[src/rtl/presentPkg.sv]
package presentPkg;

  localparam int BYTE_SEL_W = 3;
  localparam int ROUND_W    = 5;

  typedef struct packed {
    logic                  loadData;
    logic                  loadKey;
    logic                  subStep;
    logic                  permStep;
    logic                  outEn;
    logic [BYTE_SEL_W-1:0] byteSel;
    logic [ROUND_W-1:0]    roundNum;
  } ctrlT;

  function automatic logic [3:0] sbox4(input logic [3:0] x);
    logic [3:0] y;
    case (x)
      4'h0: y = 4'hC;  4'h1: y = 4'h5;  4'h2: y = 4'h6;  4'h3: y = 4'hB;
      4'h4: y = 4'h9;  4'h5: y = 4'h0;  4'h6: y = 4'hA;  4'h7: y = 4'hD;
      4'h8: y = 4'h3;  4'h9: y = 4'hE;  4'hA: y = 4'hF;  4'hB: y = 4'h8;
      4'hC: y = 4'h4;  4'hD: y = 4'h7;  4'hE: y = 4'h1;  default: y = 4'h2;
    endcase
    return y;
  endfunction

endpackage

[src/rtl/presentCtrl.sv]
module presentCtrl
  import presentPkg::*;
#(
  parameter int ROUNDS     = 31,
  parameter int SUB_STEPS  = 8,
  parameter int DATA_STEPS = 8,
  parameter int KEY_STEPS  = 8
) (
  input  logic clk,
  input  logic rstN,
  input  logic start,
  output ctrlT ctrl,
  output logic busy,
  output logic done,
  output logic outValid
);

  localparam int LOAD_STEPS = DATA_STEPS + KEY_STEPS;
  localparam int CNT_W      = $clog2(LOAD_STEPS);
  localparam int PH_W       = $clog2(SUB_STEPS + 1);
  localparam logic [CNT_W-1:0]   LOAD_LAST  = CNT_W'(LOAD_STEPS - 1);
  localparam logic [CNT_W-1:0]   DATA_END   = CNT_W'(DATA_STEPS);
  localparam logic [CNT_W-1:0]   OUT_LAST   = CNT_W'(DATA_STEPS - 1);
  localparam logic [PH_W-1:0]    PERM_PH    = PH_W'(SUB_STEPS);
  localparam logic [ROUND_W-1:0] LAST_ROUND = ROUND_W'(ROUNDS);

  typedef enum logic [2:0] {S_IDLE, S_LOAD, S_ROUND, S_OUT, S_FIN} fsmT;

  fsmT                fsmQ;
  logic [CNT_W-1:0]   cntQ;
  logic [PH_W-1:0]    phaseQ;
  logic [ROUND_W-1:0] roundQ;
  logic               canStart;

  assign canStart = (fsmQ == S_IDLE) || (fsmQ == S_FIN);

  always_ff @(posedge clk or negedge rstN) begin
    if (!rstN) begin
      fsmQ   <= S_IDLE;
      cntQ   <= '0;
      phaseQ <= '0;
      roundQ <= '0;
    end else begin
      case (fsmQ)
        S_IDLE, S_FIN: begin
          if (start) begin
            fsmQ <= S_LOAD;
            cntQ <= CNT_W'(1);
          end else begin
            fsmQ <= S_IDLE;
          end
        end
        S_LOAD: begin
          cntQ <= cntQ + CNT_W'(1);
          if (cntQ == LOAD_LAST) begin
            fsmQ   <= S_ROUND;
            phaseQ <= '0;
            roundQ <= ROUND_W'(1);
          end
        end
        S_ROUND: begin
          if (phaseQ == PERM_PH) begin
            phaseQ <= '0;
            roundQ <= roundQ + ROUND_W'(1);
            if (roundQ == LAST_ROUND) begin
              fsmQ <= S_OUT;
              cntQ <= '0;
            end
          end else begin
            phaseQ <= phaseQ + PH_W'(1);
          end
        end
        S_OUT: begin
          cntQ <= cntQ + CNT_W'(1);
          if (cntQ == OUT_LAST) fsmQ <= S_FIN;
        end
        default: fsmQ <= S_IDLE;
      endcase
    end
  end

  always_comb begin
    ctrl = '0;
    case (fsmQ)
      S_IDLE, S_FIN: ctrl.loadData = start && canStart;
      S_LOAD: begin
        ctrl.loadData = (cntQ < DATA_END);
        ctrl.loadKey  = (cntQ >= DATA_END);
      end
      S_ROUND: begin
        ctrl.subStep  = (phaseQ != PERM_PH);
        ctrl.permStep = (phaseQ == PERM_PH);
        ctrl.byteSel  = phaseQ[BYTE_SEL_W-1:0];
        ctrl.roundNum = roundQ;
      end
      S_OUT: begin
        ctrl.outEn   = 1'b1;
        ctrl.byteSel = cntQ[BYTE_SEL_W-1:0];
      end
      default: ctrl = '0;
    endcase
  end

  assign busy     = (fsmQ == S_LOAD) || (fsmQ == S_ROUND) || (fsmQ == S_OUT);
  assign done     = (fsmQ == S_FIN);
  assign outValid = (fsmQ == S_OUT);

endmodule

[src/rtl/presentDatapath.sv]
module presentDatapath
  import presentPkg::*;
#(
  parameter int STATE_W = 64,
  parameter int KEY_W   = 128,
  parameter int DIN_W   = 8,
  parameter int KIN_W   = 16,
  parameter int N_SBOX  = 2
) (
  input  logic             clk,
  input  logic             rstN,
  input  ctrlT             ctrl,
  input  logic [DIN_W-1:0] dataIn,
  input  logic [KIN_W-1:0] keyIn,
  output logic [DIN_W-1:0] dataOut
);

  localparam int SLICE_W = 4 * N_SBOX;
  localparam int ROT     = 61;
  localparam int CTR_LSB = 62;
  localparam int P_MUL   = STATE_W / 4;

  logic [STATE_W-1:0] stateQ;
  logic [KEY_W-1:0]   keyQ;
  logic [STATE_W-1:0] roundKey;
  logic [STATE_W-1:0] rkShift;
  logic [STATE_W-1:0] outShift;
  logic [KEY_W-1:0]   rotKey;
  logic [KEY_W-1:0]   keyNext;
  logic [STATE_W-1:0] permOut;
  logic [SLICE_W-1:0] sboxIn;
  logic [SLICE_W-1:0] sboxOut;
  logic [5:0]         shAmt;

  assign roundKey = keyQ[KEY_W-1 -: STATE_W];
  assign shAmt    = {ctrl.byteSel, 3'b000};
  assign rkShift  = roundKey << shAmt;
  assign outShift = (stateQ ^ roundKey) << shAmt;
  assign rotKey   = {keyQ[KEY_W-ROT-1:0], keyQ[KEY_W-1:KEY_W-ROT]};

  // Shared boxes: state slice during substitution, rotated key top during permutation
  assign sboxIn = ctrl.permStep ? rotKey[KEY_W-1 -: SLICE_W]
                                : (stateQ[STATE_W-1 -: SLICE_W] ^ rkShift[STATE_W-1 -: SLICE_W]);

  for (genvar g = 0; g < N_SBOX; g++) begin : gSbox
    assign sboxOut[4*g +: 4] = sbox4(sboxIn[4*g +: 4]);
  end

  for (genvar i = 0; i < STATE_W - 1; i++) begin : gPerm
    assign permOut[(i * P_MUL) % (STATE_W - 1)] = stateQ[i];
  end
  assign permOut[STATE_W-1] = stateQ[STATE_W-1];

  always_comb begin
    keyNext = rotKey;
    keyNext[KEY_W-1 -: SLICE_W] = sboxOut;
    keyNext[CTR_LSB +: ROUND_W] = rotKey[CTR_LSB +: ROUND_W] ^ ctrl.roundNum;
  end

  always_ff @(posedge clk or negedge rstN) begin
    if (!rstN) begin
      stateQ <= '0;
      keyQ   <= '0;
    end else begin
      if (ctrl.loadData) stateQ <= {stateQ[STATE_W-DIN_W-1:0], dataIn};
      if (ctrl.loadKey)  keyQ   <= {keyQ[KEY_W-KIN_W-1:0], keyIn};
      if (ctrl.subStep)  stateQ <= {stateQ[STATE_W-SLICE_W-1:0], sboxOut};
      if (ctrl.permStep) begin
        stateQ <= permOut;
        keyQ   <= keyNext;
      end
    end
  end

  assign dataOut = ctrl.outEn ? outShift[STATE_W-1 -: DIN_W] : '0;

endmodule

[src/rtl/presentSerialCore.sv]
module presentSerialCore
  import presentPkg::*;
#(
  parameter int STATE_W = 64,
  parameter int KEY_W   = 128,
  parameter int DIN_W   = 8,
  parameter int KIN_W   = 16,
  parameter int ROUNDS  = 31,
  parameter int N_SBOX  = 2
) (
  input  logic             clk,
  input  logic             rstN,
  input  logic             start,
  input  logic [DIN_W-1:0] dataIn,
  input  logic [KIN_W-1:0] keyIn,
  output logic             busy,
  output logic             done,
  output logic             outValid,
  output logic [DIN_W-1:0] dataOut
);

  localparam int SUB_STEPS  = STATE_W / (4 * N_SBOX);
  localparam int DATA_STEPS = STATE_W / DIN_W;
  localparam int KEY_STEPS  = KEY_W / KIN_W;

  ctrlT ctrl;

  presentCtrl #(
    .ROUNDS(ROUNDS), .SUB_STEPS(SUB_STEPS),
    .DATA_STEPS(DATA_STEPS), .KEY_STEPS(KEY_STEPS)
  ) ctrl_i (
    .clk(clk), .rstN(rstN), .start(start), .ctrl(ctrl),
    .busy(busy), .done(done), .outValid(outValid)
  );

  presentDatapath #(
    .STATE_W(STATE_W), .KEY_W(KEY_W), .DIN_W(DIN_W),
    .KIN_W(KIN_W), .N_SBOX(N_SBOX)
  ) dp_i (
    .clk(clk), .rstN(rstN), .ctrl(ctrl),
    .dataIn(dataIn), .keyIn(keyIn), .dataOut(dataOut)
  );

endmodule

[config.mk]
export PLATFORM = sky130hd
export DESIGN_NAME = presentSerialCore
export DESIGN_NICKNAME = d
export VERILOG_FILES = /design/src/rtl/presentPkg.sv /design/src/rtl/presentCtrl.sv /design/src/rtl/presentDatapath.sv /design/src/rtl/presentSerialCore.sv
export SDC_FILE = /design/constraint.sdc
export NUM_CORES = 1
export LEC_CHECK = 0
export ABC_AREA = 1
export CAP_MARGIN = 20
export CORE_MARGIN = 1.5
export CORE_UTILIZATION = 58
export CTS_BUF_LIST = sky130_fd_sc_hd__clkbuf_2 sky130_fd_sc_hd__clkbuf_4 sky130_fd_sc_hd__clkbuf_8
export CTS_CLUSTER_SIZE = 40
export DETAILED_ROUTE_END_ITERATION = 8
export GPL_TIMING_DRIVEN = 0
export PLACE_DENSITY = 0.81
export SLEW_MARGIN = 10
export SYNTH_ARGS = -nofsm -noshare
export SYNTH_HDL_FRONTEND = slang
export SYNTH_HIERARCHICAL = 1
export SYNTH_SLANG_ARGS = --single-unit
[constraint.sdc]
create_clock -name clk -period 2.4 [get_ports clk]
set_input_delay 0.24 -clock clk [delete_from_list [all_inputs] [get_ports clk]]
set_output_delay 0.24 -clock clk [all_outputs]
set_load 0.01 [all_outputs]
# Word level (Yosys, flattened, before mapping)
# Memories as Yosys holds them, arrays and structs flattened.
# Cells that the tools add are included.
# op_classes
add_sub_neg	3
order_cmp	2
n_eq_ne	14
shift	2
muxes	29
bitwise	4
reduce_logical	17
# ops
cell	n
128-bit 2-to-1 mux	2
64-bit 2-to-1 mux	2
64-bit by 6-bit left shift with 64-bit output	2
64-bit bitwise XOR	1
63-bit 2-to-1 mux	1
4-bit 2-to-1 mux	5
8-bit 2-to-1 mux	2
5-bit 2-to-1 mux	3
3-bit 2-to-1 mux	4
3-bit one-hot mux with 4 select lines	1
4-bit one-hot mux with 3 select lines	1
5-bit one-hot mux with 2 select lines	1
4-bit by 1-bit adder with 4-bit output (second input constant)	2
4-bit equality test (second input constant)	2
2-bit by 1-bit != test with 1-bit output (second input constant)	4
4-bit one-hot mux with 2 select lines	1
4-bit AND reduction	2
8-bit bitwise XOR	1
3-bit by 2-bit equality test with 1-bit output (second input constant)	2
3-bit one-hot mux with 2 select lines	1
2-bit nonzero test	3
3-bit nonzero test	2
5-bit by 1-bit adder with 5-bit output (second input constant)	1
5-bit equality test (second input constant)	1
18 further kinds	24
# totals
register_bits	208
mem_bits_ro	128
inputBits	27
n_memories	2
# memory_table
memory	words	word_bits	read_ports	rd_clocked_by_memory_dff	write_ports	line_no	source
(name not given)	16	4	1	0	0	presentPkg.sv:18	case (x)
(name not given)	16	4	1	0	0	presentPkg.sv:18	

# Depth between registers and ports, before layout
# An unclocked memory read counts as a cell.
# depth
word_depth	8
depth_mapped	22
depth_no_buf	19

# Modules after synthesis
# Netlist, hierarchy kept.
# modules_own_cells
mod	n_inst	cells_per_inst	area_each_um2	seq_area_each_um2
presentDatapath	1	1366	10777.8	4804.6
presentCtrl	1	143	1057.3	400.4

# Worst setup path before layout
# No wires, ideal clock.
# synth_path
path_kind	register to register
from	reg ctrl_i.fsmQ[2]
to	reg dp_i.keyQ[120]
setup_ps	118
t_arrival_ps	2409
path_slack_ps	-127
stages_incl_launch_ff	21
synth_period_minus_slack_ps	2527
path_cell_list	dfrtp_1 > inv_2 > nand3_2 > buf_4 > o22ai_1 > buf_6 > inv_4 > buf_6 > nand2_1 > nand3_1 > nand3_1 > nand2_1 > nand2_1 > nand2_1 > o21ai_2 > ha_1 > inv_1 > nand2_1 > nand3_1 > nand2_1 > a21o_1
# synth_rtl
item	line_no	source
start: declaration	presentCtrl.sv:29	fsmT fsmQ;
start signal: assignment	presentCtrl.sv:39	fsmQ <= S_IDLE;
start signal: assignment	presentCtrl.sv:47	fsmQ <= S_LOAD;
start signal: assignment	presentCtrl.sv:50	fsmQ <= S_IDLE;
end signal: assignment	presentDatapath.sv:66	if (ctrl.loadKey) keyQ <= {keyQ[KEY_W-KIN_W-1:0], keyIn};
end signal: assignment	presentDatapath.sv:70	keyQ <= keyNext;
end: declaration	presentDatapath.sv:24	logic [KEY_W-1:0] keyQ;

==> impl_metrics.ini <==
[synth]
synth-edff-count = 0
synth.distinct_cells = 37
seq_area_frac_synth_pct = 44.0
ys.flop_type = dfrtp_1
async_flop_share_pct = 100
yosys.area.top_type = dfrtp_1
ys_warn_count = 6
avgSynthCellArea_um2 = 7.84
ys_ff_latch = 208
synthDominantCellAreaShare_pct = 44.0
synth_area_leaders = dfrtp_1 44%, nand2_1 13%, o221ai_1 12%
syn-num-nets = 1552
synth_cells = 1509
netlist_area_um2 = 11800

[power_and_ir_drop]
clkPwrFrac_pct = 28.2
p_leak_nw = 7.08
internal_power_w = 0.00754
p_seq_share_pct = 37.9
ir_drop_uv = 769
swShare_pct = 40.1
power_density_nw_per_um2 = 861
power_frac_comb_pct = 33.9
p_sw_w = 0.00504

[die]
fp.dieW_um = 146
io_pins = 38
start_util_pct = 58.9
rows = 52
die_area_um2 = 21300
coreArea_um2 = 20100
die_h_um = 146

[sta]
period_share_pct = 124
fin_tns_setup_ps = -11500
setup_slack_ps = -585
setup_violations = 24
maxSlewHeadroom_pct = 45.6
hold_viol_final = 0
fmax_ghz = 0.335
finalCriticalPeriod_ps = 2990
worst_slew_pin_slew_ps = 815
drv_slew = 0
final.setup_skew_ps = 21.7
rsz0062_at_grt = yes

[routing]
topRoutingLayerUsed = met4
drtIter0Drc = 1928
routed-wl-met3_um = 8800
drcViolationCount = 0
vias = 13100
via_per_inst = 6.81
drtPass1Iterations = 7
routedWlPerCell_um = 28.0
wirelength_um = 53700
wl_met2_um = 21700
drt-met1-wl_um = 18700
antenna_left = 0

[clock_tree]
root_buffer = clkbuf_8
clkLatencyLatePin_ps = 560
htree_levels = 2
clk_pin_slew_ps = 60
tritoncts = yes
cts_num_sinks = 208
numCtsBuffers = 38
ctsLongestPathBuffers = 3

[worst_setup_path]
cp.required_ps = 2160
worstSetupPathType = register to output pin
cp.arrival_ps = 2750
end_kind = output pin
max_stage_delay_ps = 400
cp_max_fo = 10
cp_cell_sequence = inv_2 > nand3_4 > o22ai_4 > buf_6 > inv_6 > buf_12 > buf_12 > a21oi_4 > o21ai_2 > nand3_1 > nand2_1 > nand2_1 > nand2_1 > a31oi_1 > buf_2
crit_slowest_cell = dfrtp_1
crit_path_frequent_cell = nand2_1
cp-start-kind = register

[global_route]
track_usage_pct = 49.5
antenna_found_initial = 0
grt_pass1_vias = 12300
grt_pass1_wl_um = 76900
overflow = 0
grt_max_degree = 107

[layout]
nets = 1667
drive_gt1_share_pct = 21.3
syn2layout_area_growth_pct = 23.4
n_fill_cell = 1540
fin_util_pct = 72.7
stdcell_area_um2 = 14600
antenna_cells = 0

[place]
dpl_cell_area_um2 = 12600
place.gp.congestion = 1.03
io_buffers = 37
dp_hpwl_um = 37600

[run_status]
violations = negative setup slack
outcome = complete, but fails checks

[flow_run]
max-cap-violations = 0

[worst_hold_path]
min_path_type = input port to asynchronous set/reset pin
cells in the final DEF (no fill, tap or decap), types with 5 or more instances in the layout:
cell type / instances
nand3_1: 111
buf_6: 19
a22oi_1: 12
inv_2: 10
o21ai_1: 21
nand2_2: 42
clkinv_2: 5
clkbuf_2: 27
buf_8: 6
nand2_1: 355
a21oi_2: 12
clkbuf_8: 50
nor2_4: 8
nor2_1: 62
o221ai_1: 161
o21ai_0: 37
nand3_2: 25
buf_4: 51
o22ai_1: 14
nand3_4: 11
ha_1: 12
a31oi_1: 5
inv_1: 214
xnor2_1: 5
a21oi_1: 19
dfrtp_1: 206
o311ai_0: 6
clkbuf_4: 21
nand2_4: 11
buf_2: 14
clkdlybuf4s50_1: 28
stage by stage:
stage,cells,worst slack [ps],total power (W),hold slack (ps)
global placement,1816,-7760,0.00767,467
CTS,1910,-505,0.0117,301
floorplan,1509,-87.9,0.00653,-55.6
global route,1919,-601,0.0130,313
finish,1919,-585,0.0126,299
detailed placement,1817,-1010,0.00775,337
cells by family after synthesis:
group / count (synthesis) / synth area share [%]
and+or+nand+nor: 632 / 22.5
AOI/OAI and AO/OA: 322 / 20.0
buffers and inverters: 322 / 11.1
DFF: 208 / 44.0
adders and majority gates: 16 / 1.69
xor gates and xnor gates: 9 / 0.666
sequential cells by signal (all words and copies together) (netlist names):
| name | flops |
|---|---|
| dp_i/keyQ | 128 |
| dp_i/stateQ | 64 |
| ctrl_i/roundQ | 5 |
| ctrl_i/cntQ | 4 |
| ctrl_i/phaseQ | 4 |
| ctrl_i/fsmQ | 3 |
power by group through the flow:
| stage | Sequential, W | Combinational [W] | Clock (W) |
|---|---|---|---|
| 2_1_floorplan | 0.00450 | 0.00203 | 0 |
| 3_3_place_gp | 0.00470 | 0.00297 | 0 |
| 3_5_place_dp | 0.00470 | 0.00305 | 0 |
| 4_1_cts | 0.00468 | 0.00347 | 0.00352 |
| 5_1_grt | 0.00480 | 0.00452 | 0.00369 |
| 6_report | 0.00477 | 0.00427 | 0.00354 |
metal layers:
layer  up-vias  GRT usage (%)
met4         0           31.5
met3       304           20.3
met1      6209           62.1
met2      1166           70.6
li1       5388              -
met5         -              0
synthesized netlist by cell type, types with 2 or more instances:
| master | count |
|---|---|
| a21o_1 | 3 |
| a21oi_1 | 35 |
| a22oi_1 | 12 |
| a31oi_1 | 8 |
| buf_1 | 17 |
| buf_2 | 18 |
| buf_4 | 6 |
| buf_6 | 8 |
| clkbuf_1 | 46 |
| dfrtp_1 | 208 |
| ha_1 | 16 |
| inv_1 | 220 |
| inv_2 | 5 |
| nand2_1 | 399 |
| nand2_2 | 8 |
| nand3_1 | 141 |
| nand3_2 | 5 |
| nand4_1 | 2 |
| nor2_1 | 66 |
| nor2_2 | 3 |
| nor2_4 | 4 |
| o211ai_1 | 4 |
| o21ai_0 | 55 |
| o21ai_1 | 7 |
| o21ai_2 | 2 |
| o21bai_1 | 4 |
| o221ai_1 | 161 |
| o22ai_1 | 16 |
| o311ai_0 | 15 |
| xnor2_1 | 5 |
| xor2_1 | 4 |
critical path, delay by kind of cell, from the launching register on:
kind | cells | cell delay [ps]
compound gates | 4 | 580
buf+inv | 6 | 800
flops | 1 | 400
simple gates | 5 | 410
cell type report:
class	instances	area, µm²	share of cell area, %
multi-input combinational	979	5980	40.9
sequential	208	5210	35.6
inverter	227	865	5.92
timing repair buffer	79	744	5.10
clock buffer	58	729	4.99
buffer	91	708	4.85
tap	270	338	2.31
clock inverter	7	42.5	0.291
final timing paths:
| path | end | depth (start not counted) | startpoint | slack [ps] |
|---|---|---|---|---|
| worst min register to register | dp_i/stateQ[22]$_DFFE_PN0P_ | 2 | dp_i/stateQ[14]$_DFFE_PN0P_ | 490 |
| worst min-delay path | dp_i/keyQ[27]$_DFFE_PN0P_ | 2 | rstN | 300 |
| min in group clk | dp_i/keyQ[14]$_DFFE_PN0P_ | 3 | keyIn[14] | 310 |
| worst max-delay path | dataOut[2] | 15 | ctrl_i/fsmQ[2]$_DFFE_PN0P_ | -590 |
| max in group asynchronous | ctrl_i/fsmQ[0]$_DFFE_PN0P_ | 3 | rstN | 1000 |
| worst max register to register | dp_i/keyQ[126]$_DFFE_PN0P_ | 20 | ctrl_i/fsmQ[2]$_DFFE_PN0P_ | -560 |
repair_timing:
action,CTS,global route
cloned,1,0
hold endpoints to repair,102,0
resized for setup,253,105
pin swaps,36,31
hold buffers,1,0
endpoints found under the setup margin,200,194
setup buffers,28,11
Note: power is estimated with default switching activity, not from simulation.
